==> config.mk <==
export PLATFORM = sky130hd
export DESIGN_NAME = tuner_i2c_regs
export DESIGN_NICKNAME = d
export VERILOG_FILES = /design/src/rtl/tuner_i2c_pkg.sv /design/src/rtl/tuner_line_filter.sv /design/src/rtl/tuner_i2c_rx.sv /design/src/rtl/tuner_reg_sorter.sv /design/src/rtl/tuner_i2c_regs.sv
export SDC_FILE = /design/constraint.sdc
export NUM_CORES = 1
export LEC_CHECK = 0
export ABC_AREA = 1
export BUFFER_PORTS_ARGS = -buffer_cell sky130_fd_sc_hd__buf_2
export CAP_MARGIN = 20
export CORE_ASPECT_RATIO = 0.6
export CORE_MARGIN = 2
export CORE_UTILIZATION = 33
export DETAILED_ROUTE_END_ITERATION = 7
export PLACE_DENSITY = 0.59
export REMOVE_ABC_BUFFERS = 1
export SYNTH_ARGS = -nofsm -noshare
export SYNTH_HDL_FRONTEND = slang
export SYNTH_HIERARCHICAL = 1
export SYNTH_SLANG_ARGS = --single-unit
==> constraint.sdc <==
create_clock -name clk -period 1.2 [get_ports clk]
set_clock_uncertainty 0.15 [all_clocks]
set_input_delay 0.12 -clock clk [delete_from_list [all_inputs] [get_ports clk]]
set_output_delay 0.12 -clock clk [all_outputs]
set_load 0.1 [all_outputs]
==> src/rtl/tuner_i2c_pkg.sv <==
package tuner_i2c_pkg;
  localparam int BYTE_W   = 8;
  localparam int DIV_W    = 15;
  localparam int BAND_W   = 3;
  localparam int AUX_W    = 4;
  localparam int SEL_W    = 2;
  localparam int PREFIX_W = BYTE_W - SEL_W - 1;
  localparam logic [PREFIX_W-1:0] ADDR_PREFIX = 5'b11000;
  localparam logic [DIV_W-1:0]    DIV_RESET   = 15'd256;

  typedef enum logic [2:0] {
    RX_IDLE, RX_ADDR, RX_DATA, RX_ACK, RX_SKIP
  } rx_state_t;
endpackage

==> src/rtl/tuner_line_filter.sv <==
module tuner_line_filter #(
  parameter int SYNC_STAGES = 2,
  parameter int VOTE_TAPS   = 3
) (
  input  logic clk,
  input  logic rst,
  input  logic din,
  output logic dout
);
  logic [SYNC_STAGES-1:0] sync_q;
  logic [VOTE_TAPS-1:0]   hist_q;

  function automatic logic vote(input logic [VOTE_TAPS-1:0] v);
    int n;
    n = 0;
    for (int i = 0; i < VOTE_TAPS; i++) if (v[i]) n++;
    return n > VOTE_TAPS / 2;
  endfunction

  always_ff @(posedge clk) begin
    if (rst) begin
      sync_q <= '1;
      hist_q <= '1;
      dout   <= 1'b1;
    end else begin
      sync_q <= {sync_q[SYNC_STAGES-2:0], din};
      hist_q <= {hist_q[VOTE_TAPS-2:0], sync_q[SYNC_STAGES-1]};
      dout   <= vote(hist_q);
    end
  end
endmodule

==> src/rtl/tuner_i2c_rx.sv <==
module tuner_i2c_rx
  import tuner_i2c_pkg::*;
(
  input  logic              clk,
  input  logic              rst,
  input  logic              scl_f,
  input  logic              sda_f,
  input  logic [SEL_W-1:0]  chip_sel,
  output logic              sda_pull,
  output logic              byte_stb,
  output logic [BYTE_W-1:0] byte_q,
  output logic              frame_start
);
  localparam int CNT_W = $clog2(BYTE_W);

  rx_state_t         state;
  logic              scl_q, sda_q, full;
  logic [CNT_W-1:0]  bit_cnt;
  logic [BYTE_W-1:0] shreg;
  logic              scl_rise, scl_fall, start_c, stop_c;
  logic [BYTE_W-1:0] own_addr;

  assign scl_rise = scl_f & ~scl_q;
  assign scl_fall = ~scl_f & scl_q;
  assign start_c  = scl_f & scl_q & sda_q & ~sda_f;
  assign stop_c   = scl_f & scl_q & ~sda_q & sda_f;
  assign own_addr = {ADDR_PREFIX, chip_sel, 1'b0};

  always_ff @(posedge clk) begin
    byte_stb    <= 1'b0;
    frame_start <= 1'b0;
    if (rst) begin
      state    <= RX_IDLE;
      scl_q    <= 1'b1;
      sda_q    <= 1'b1;
      full     <= 1'b0;
      bit_cnt  <= '0;
      shreg    <= '0;
      byte_q   <= '0;
      sda_pull <= 1'b0;
    end else begin
      scl_q <= scl_f;
      sda_q <= sda_f;
      if (start_c) begin
        state       <= RX_ADDR;
        bit_cnt     <= '0;
        full        <= 1'b0;
        sda_pull    <= 1'b0;
        frame_start <= 1'b1;
      end else if (stop_c) begin
        state    <= RX_IDLE;
        full     <= 1'b0;
        sda_pull <= 1'b0;
      end else begin
        case (state)
          RX_ADDR, RX_DATA: begin
            if (scl_rise) begin
              shreg   <= {shreg[BYTE_W-2:0], sda_f};
              bit_cnt <= bit_cnt + 1'b1;
              if (bit_cnt == CNT_W'(BYTE_W - 1)) full <= 1'b1;
            end else if (scl_fall && full) begin
              full <= 1'b0;
              if (state == RX_DATA) begin
                sda_pull <= 1'b1;
                byte_stb <= 1'b1;
                byte_q   <= shreg;
                state    <= RX_ACK;
              end else if (shreg == own_addr) begin
                sda_pull <= 1'b1;
                state    <= RX_ACK;
              end else begin
                state <= RX_SKIP;
              end
            end
          end
          RX_ACK: begin
            if (scl_fall) begin
              sda_pull <= 1'b0;
              bit_cnt  <= '0;
              state    <= RX_DATA;
            end
          end
          default: ;
        endcase
      end
    end
  end

  // the pull changes only at an SCL fall or at framing events
  a_r4_ack_on_scl_fall: assert property (@(posedge clk) disable iff (rst)
    !$stable(sda_pull) |-> ($past(scl_fall) || $past(start_c) || $past(stop_c)));
  // a rejected telegram never acknowledges
  a_r3_skip_silent: assert property (@(posedge clk) disable iff (rst)
    (state == RX_SKIP) |-> !sda_pull);
  // every delivered byte comes with an acknowledge
  a_r9_byte_acked: assert property (@(posedge clk) disable iff (rst)
    byte_stb |-> sda_pull);
  // line released after reset
  a_r10_release_after_reset: assert property (@(posedge clk)
    $past(rst) |-> !sda_pull);
endmodule

==> src/rtl/tuner_reg_sorter.sv <==
module tuner_reg_sorter
  import tuner_i2c_pkg::*;
#(
  parameter int MAX_DATA = 4
) (
  input  logic              clk,
  input  logic              rst,
  input  logic              frame_start,
  input  logic              byte_stb,
  input  logic [BYTE_W-1:0] byte_q,
  output logic [DIV_W-1:0]  div_word,
  output logic              pump_hi,
  output logic              test_route,
  output logic              pump_hiz,
  output logic              amp_off,
  output logic [BAND_W-1:0] band,
  output logic [AUX_W-1:0]  aux
);
  localparam int POS_W = $clog2(MAX_DATA + 1);
  localparam int HI_W  = DIV_W - BYTE_W;

  logic [POS_W-1:0] pos;
  logic             lead_ctl;

  always_ff @(posedge clk) begin
    if (rst) begin
      pos        <= '0;
      lead_ctl   <= 1'b0;
      div_word   <= DIV_RESET;
      pump_hi    <= 1'b0;
      test_route <= 1'b0;
      pump_hiz   <= 1'b0;
      amp_off    <= 1'b0;
      band       <= '0;
      aux        <= '0;
    end else if (frame_start) begin
      pos <= '0;
    end else if (byte_stb && pos < POS_W'(MAX_DATA)) begin
      pos <= pos + 1'b1;
      if (!pos[0]) begin
        lead_ctl <= byte_q[BYTE_W-1];
        if (byte_q[BYTE_W-1]) begin
          pump_hi    <= byte_q[6];
          test_route <= byte_q[5];
          pump_hiz   <= byte_q[4];
          amp_off    <= byte_q[0];
        end else begin
          div_word[DIV_W-1:BYTE_W] <= byte_q[HI_W-1:0];
        end
      end else if (lead_ctl) begin
        aux  <= byte_q[BYTE_W-1 -: AUX_W];
        band <= byte_q[BAND_W-1:0];
      end else begin
        div_word[BYTE_W-1:0] <= byte_q;
      end
    end
  end

  // data position saturates
  a_r9_pos_saturates: assert property (@(posedge clk) disable iff (rst)
    pos <= POS_W'(MAX_DATA));
  // divider moves only after a delivered byte
  a_r5_div_needs_byte: assert property (@(posedge clk) disable iff (rst)
    !$stable(div_word) |-> $past(byte_stb));
  // control and ports move only after a delivered byte
  a_r6_ctrl_needs_byte: assert property (@(posedge clk) disable iff (rst)
    !$stable({pump_hi, test_route, pump_hiz, amp_off, band, aux}) |-> $past(byte_stb));
endmodule

==> src/rtl/tuner_i2c_regs.sv <==
module tuner_i2c_regs
  import tuner_i2c_pkg::*;
#(
  parameter int SYNC_STAGES = 2,
  parameter int VOTE_TAPS   = 3,
  parameter int MAX_DATA    = 4
) (
  input  logic             clk,
  input  logic             rst,
  input  logic             scl_i,
  input  logic             sda_i,
  input  logic [SEL_W-1:0] chip_sel,
  output logic             sda_pull_o,
  output logic [DIV_W-1:0] div_word_o,
  output logic             pump_hi_o,
  output logic             test_route_o,
  output logic             pump_hiz_o,
  output logic             amp_off_o,
  output logic [BAND_W-1:0] band_o,
  output logic [AUX_W-1:0] aux_o
);
  localparam int LINES = 2;

  logic [LINES-1:0]  raw, clean;
  logic              byte_stb, frame_start;
  logic [BYTE_W-1:0] byte_q;

  assign raw = {scl_i, sda_i};

  for (genvar g = 0; g < LINES; g++) begin : g_line
    tuner_line_filter #(
      .SYNC_STAGES(SYNC_STAGES),
      .VOTE_TAPS  (VOTE_TAPS)
    ) u_filt (
      .clk (clk),
      .rst (rst),
      .din (raw[g]),
      .dout(clean[g])
    );
  end

  tuner_i2c_rx u_rx (
    .clk        (clk),
    .rst        (rst),
    .scl_f      (clean[1]),
    .sda_f      (clean[0]),
    .chip_sel   (chip_sel),
    .sda_pull   (sda_pull_o),
    .byte_stb   (byte_stb),
    .byte_q     (byte_q),
    .frame_start(frame_start)
  );

  tuner_reg_sorter #(.MAX_DATA(MAX_DATA)) u_sort (
    .clk        (clk),
    .rst        (rst),
    .frame_start(frame_start),
    .byte_stb   (byte_stb),
    .byte_q     (byte_q),
    .div_word   (div_word_o),
    .pump_hi    (pump_hi_o),
    .test_route (test_route_o),
    .pump_hiz   (pump_hiz_o),
    .amp_off    (amp_off_o),
    .band       (band_o),
    .aux        (aux_o)
  );
endmodule

# [Yosys cells after proc, flatten, opt, wreduce, memory -nomap -nowiden]
# Cells that the tools add are included.
[totals] word_cells=126 in_bits=6 ff_bits=70 out_inout_bits=27
[op_classes] reduce_logical=22 n_eq_ne=14 n_lt_le_gt_ge=3 bitwise=20 add_sub_neg=6 mux=34
[op_table] cell="$mux 32" n=10
[op_table] cell="$add 32x2->32 const B" n=4
[op_table] cell="$gt 32x2->1 const B" n=2
[op_table] cell="$reduce_and 4->1" n=8
[op_table] cell="$mux 3" n=7
[op_table] cell="$mux 1" n=14
[op_table] cell="$not 1->1" n=13
[op_table] cell="$pmux 3 s2" n=2
[op_table] cell="$eq 8x8->1" n=1
[op_table] cell="$ne 4x1->1 const B" n=2
[op_table] cell="$and 1x1->1" n=7
[op_table] cell="$add 3x1->3 const B" n=2
[op_table] cell="$eq 3x2->1 const B" n=2
[op_table] cell="$ne 2x1->1 const B" n=3
[op_table] cell="$reduce_and 3->1" n=2
[op_table] cell="$reduce_and 6->1" n=1
[op_table] cell="$reduce_or 2->1" n=3
[op_table] cell="$reduce_or 6->1" n=1
[op_table] cell="$reduce_and 5->1" n=1
[op_table] cell="$ne 2x2->1 const B" n=2
[op_table] cell="$ne 4x4->1 const B" n=1
[op_table] cell="$reduce_bool 2->1" n=2
[op_table] cell="$reduce_bool 4->1" n=1
[op_table] cell="$eq 3x1->1 const B" n=1
[op_table] cell="other kinds (6)" n=7

# [Logic depth before layout (Yosys ltp)]
[logic_depth] word_depth=9 depth_mapped=10 depth_no_buf=10

# [Modules after synthesis]
# The synthesis kept the hierarchy.
[modules_own_cells] module="tuner_reg_sorter" instances=1 cells_each=178 area_per_inst_um2=1244.9 seq_area_each_um2=600.6
[modules_own_cells] module="tuner_i2c_rx" instances=1 cells_each=164 area_per_inst_um2=1198.6 seq_area_each_um2=560.5
[modules_own_cells] module="tuner_line_filter" instances=2 cells_each=22 area_per_inst_um2=206.4 seq_area_each_um2=120.1

# [Worst setup path after synthesis]
# Ideal clock, no wire load.
[synth_path] path_type="reg-to-reg" startpoint="reg u_rx/sda_pull (netlist name)" endpoint="reg u_rx.sda_pull" required_time_ns=0.988 path_stages_with_launch=5 synth_period_minus_slack_ns=1.426 setup_ns=0.062 slack_ns=-0.226 arrival_time_ns=1.215 n_path_buf=0 cell_sequence="dfxtp_1 > inv_1 > nand2_1 > nand2_1 > nor2_2"
[synth_lines] item="to (signal assigned)" line="tuner_i2c_rx.sv:40" rtl="sda_pull <= 1'b0;"
[synth_lines] item="to (signal assigned)" line="tuner_i2c_rx.sv:48" rtl="sda_pull <= 1'b0;"
[synth_lines] item="to (signal assigned)" line="tuner_i2c_rx.sv:53" rtl="sda_pull <= 1'b0;"
[synth_lines] item="to (decl)" line="tuner_i2c_rx.sv:9" rtl="output logic sda_pull,"

# [Final worst setup path]
[layout_path] startpoint="reg u_rx.state[1]" endpoint="reg u_rx.full"
[layout_via] elab_chain_len=3 elab_cells_between_ends=4 cone_classes="eq/ne: 2; reduce/logical: 2"
[layout_rtl] item="from (decl)" line="tuner_i2c_rx.sv:16" rtl="rx_state_t state;"
[layout_rtl] item="from (signal assigned)" line="tuner_i2c_rx.sv:33" rtl="state <= RX_IDLE;"
[layout_rtl] item="from (signal assigned)" line="tuner_i2c_rx.sv:45" rtl="state <= RX_ADDR;"
[layout_rtl] item="from (signal assigned)" line="tuner_i2c_rx.sv:51" rtl="state <= RX_IDLE;"
[layout_rtl] item="$eq 3x1->1 / $eq 3x2->1 (equally long branches)" line="tuner_i2c_rx.sv:55" rtl="case (state)"
[layout_rtl] item="$reduce_or 2->1 *" line="tuner_i2c_rx.sv:55"
[layout_rtl] item="$reduce_and 3->1 (no source line) *"
[layout_rtl] item="to (signal assigned)" line="tuner_i2c_rx.sv:52" rtl="full <= 1'b0;"
[layout_rtl] item="to (signal assigned)" line="tuner_i2c_rx.sv:60" rtl="if (bit_cnt == CNT_W'(BYTE_W - 1)) full <= 1'b1;"
[layout_rtl] item="to (signal assigned)" line="tuner_i2c_rx.sv:62" rtl="full <= 1'b0;"
[layout_rtl] item="to (decl)" line="tuner_i2c_rx.sv:17" rtl="logic scl_q, sda_q, full;"
# Every way passes the cells marked *; elsewhere a longest branch is shown, timed or not.
# A chain may end at the register's enable or synchronous reset.

==> flow_metrics.py <==
metrics = {
    "sta": {
        "finalSetupViolCount": 46,
        "hold_violations": 0,
        "finalCritPeriodShare_pct": 114,
        "fin_ws_ns": -0.168,
        "drv_slew": 0,
        "rsz0062_at_grt": "true",
        "max_slew_margin_pct": 83.1,
        "clock.fmax_ghz": 0.731,
        "hold_slack_ns": 0.00856,
        "fin_crit_ns": 1.37,
        "tightest_slew_ns": 0.254,
    },
    "power_and_ir_drop": {
        "p_leak_nw": 1.99,
        "irDropWorstVdd_v": 0.000912,
        "clockPowerShare_pct": 50.1,
        "power_mw": 5.25,
        "power.density_mw_per_mm2": 1150,
        "switching_share_pct": 22.8,
        "p_sw_mw": 1.20,
        "combPwrFrac_pct": 5.1,
        "p_int_mw": 4.05,
        "seq_power_share_pct": 44.7,
    },
    "cts": {
        "cts_root_buf": "clkbuf_16",
        "htreeDepth": 3,
        "cts_tree": "yes",
        "cts-buffers-inserted": 9,
        "worstSkewPairLatency_ns": 0.33,
        "clock_path_buffers": 2,
        "path_clk_slew_ns": 0.06,
        "clock_sinks": 70,
    },
    "synth": {
        "synth_cell_type_count": 30,
        "synth_top_cell_by_area": "dfxtp_1",
        "syn-instance-count": 386,
        "ys_ff_latch": 70,
        "ys_warn_count": 6,
        "ys_seq_area_share_pct": 49.1,
        "syn_avg_cell_area_um2": 7.40,
        "synth_top_area_share_pct": 49.1,
        "netlist_area_mm2": 0.00286,
        "synth_area_leaders": "dfxtp_1, nand2_1, nor2_1, inv_1, a21oi_1",
    },
    "layout": {
        "final_common_cell": "nand2_1",
        "final_cell_mix": "nand2_1, nor2_1, buf_4",
        "layout-drive-gt1-share_pct": 41.1,
        "insertedDiodeCount": 0,
        "syn_to_final_growth_pct": 59.4,
        "stdcell_count": 596,
        "fillers": 752,
        "final_nets": 492,
        "final_util_pct": 53.8,
    },
    "setup_path": {
        "required_ns": 1.33,
        "r2r_start": "u_rx/state[1]",
        "r2r_cells": 7,
        "r2r_slack_ns": -0.17,
        "crit_fanout": 6,
        "rr_endpoint": "u_rx/full",
        "worstSetupPathType": "register to register",
        "arrival_ns": 1.50,
        "critPathCaptureType": "register",
        "start_kind": "register",
    },
    "placed_design": {
        "gp_congestion": 0.778,
        "dp_worst_setup_slack_ns": -0.196,
        "io_buffers": 32,
        "dp.final_hpwl_um": 4900,
        "dp.cells": 566,
    },
    "floorplanning": {
        "die_area_mm2": 0.00944,
        "rows": 26,
        "io_pins": 33,
        "initial_core_util_pct": 33.8,
        "coreArea_mm2": 0.00846,
        "die_y_um": 76.1,
        "die-width_um": 124,
    },
    "route": {
        "vias": 2719,
        "met2WireLength_um": 3490,
        "drt-initial-drc-count": 144,
        "firstDrtPassIters": 7,
        "drc_errors": 0,
        "ant_nets": 0,
        "wirelength_um": 7660,
        "wl_met3_um": 459,
        "met1_length_um": 3650,
        "dr.max_layer_used": "met4",
        "vias_per_cell": 4.56,
        "wire_per_inst_um": 12.8,
    },
    "global_route": {
        "grt_max_degree": 29,
        "grt_pass1_vias": 2622,
        "antenna_found_initial": 0,
        "grt_overflow": 0,
        "grt_pass1_wl_um": 12500,
        "track_usage_pct": 17.0,
    },
    "status": {
        "violations": "negative setup slack",
        "status": "complete, but fails checks",
    },
    "job": {
        "max_cap_violations": 0,
    },
    "worst_hold_path": {
        "whs_path_depth": 4,
        "min_path_type": "input port to register",
        "worst_hold_path.endpoint": "u_sort/pos[1]",
        "hold_start": "rst",
    },
}
==> worst max-delay path by stage <==
stage | start | end | slack (ns) | cells past startpoint
finish | u_rx/state[1] | u_rx/full | -0.17 | 7
global route | u_rx/state[1] | u_rx/bit_cnt[0] | -0.26 | 6
global placement | u_rx/scl_q | u_rx/full | -0.17 | 7
CTS | u_rx/state[1] | u_rx/sda_pull | -0.13 | 9
floorplan | u_sort/div_word[8] | u_sort/div_word[8] | -0.23 | 2
detailed placement | u_rx/scl_q | u_rx/full | -0.20 | 7
==> flip-flops by register name, indices dropped and copies added, names as in the netlist, 2 cells and up <==
| register | count |
|---|---|
| g_line.u_filt/hist_q | 6 |
| g_line.u_filt/dout | 2 |
| u_rx/byte_q | 8 |
| u_sort/aux | 4 |
| u_rx/shreg | 8 |
| u_rx/bit_cnt | 3 |
| u_sort/div_word | 15 |
| g_line.u_filt/sync_q | 4 |
| u_rx/state | 3 |
| u_sort/pos | 3 |
| u_sort/band | 3 |
==> power by group through the flow <==
stage                     Combinational (mW)  Clock [mW]  Sequential (mW)
after floorplan                        0.140           0             2.41
after global placement                 0.223           0             2.41
after detailed placement               0.227           0             2.41
after CTS                              0.244        2.66             2.35
after global routing                   0.301        2.78             2.35
final                                  0.270        2.63             2.35
==> critical path, stage by stage (launching register included) <==
cell      delay, ns
dfxtp_4        0.36
nand3b_1       0.21
nand2_4        0.13
nand2_4        0.12
buf_4          0.17
nor2_1         0.08
o21ai_1        0.06
inv_1          0.05
==> area by class of cell <==
| class | instances | area (µm²) | share of cell area (%) |
|---|---|---|---|
| timing repair inverter | 1 | 6.26 | 0.137 |
| sequential | 70 | 1460 | 32.0 |
| clock inverter | 6 | 62.6 | 1.37 |
| tap | 112 | 140 | 3.08 |
| clock buffer | 10 | 229 | 5.03 |
| multi-input combinational | 260 | 1400 | 30.7 |
| timing repair buffer | 88 | 1060 | 23.3 |
| inverter | 49 | 199 | 4.37 |
==> per-stage QoR <==
| step | area, µm² | setup TNS, ns |
|---|---|---|
| after floorplan | 2800 | -5.38 |
| after global placement | 3860 | -4.55 |
| after detailed placement | 3860 | -5.51 |
| after CTS | 4370 | -2.60 |
| after global routing | 4550 | -6.68 |
| final | 4550 | -3.32 |
==> logic make-up (layout without fill, tap and decap cells) <==
group	after synthesis	count (layout)	synth area share [%]
buf+inv	58	154	8.37
compound gates	42	42	7.62
simple gates	209	211	31.9
fa+ha+maj	7	7	3.07
flops	70	70	49.1
==> cells in the mapped netlist, drive strengths merged <==
cell type	n
nand3b	1
inv	48
nand4	7
nor2	86
buf	7
or2	7
o21ai	21
nor3	2
ha	7
clkinv	1
dfxtp	70
a21oi	21
nand2	96
clkbuf	2
nand3	10
==> layer usage <==
layer,GRT usage [%],vias up
met3,4.94,7
met2,25.4,61
met4,4.38,0
met1,24.0,1270
li1,-,1381
met5,0,-
==> timing repair <==
| action | CTS | global route |
|---|---|---|
| resized for setup | 60 | 59 |
| setup buffers | 6 | 3 |
| endpoints found under the setup margin | 56 | 71 |
| cloned | 2 | 1 |
| hold endpoints to repair | 3 | 0 |
| hold buffers | 3 | 0 |
| pin swaps | 29 | 24 |
Power figures use the tool's default switching activity.
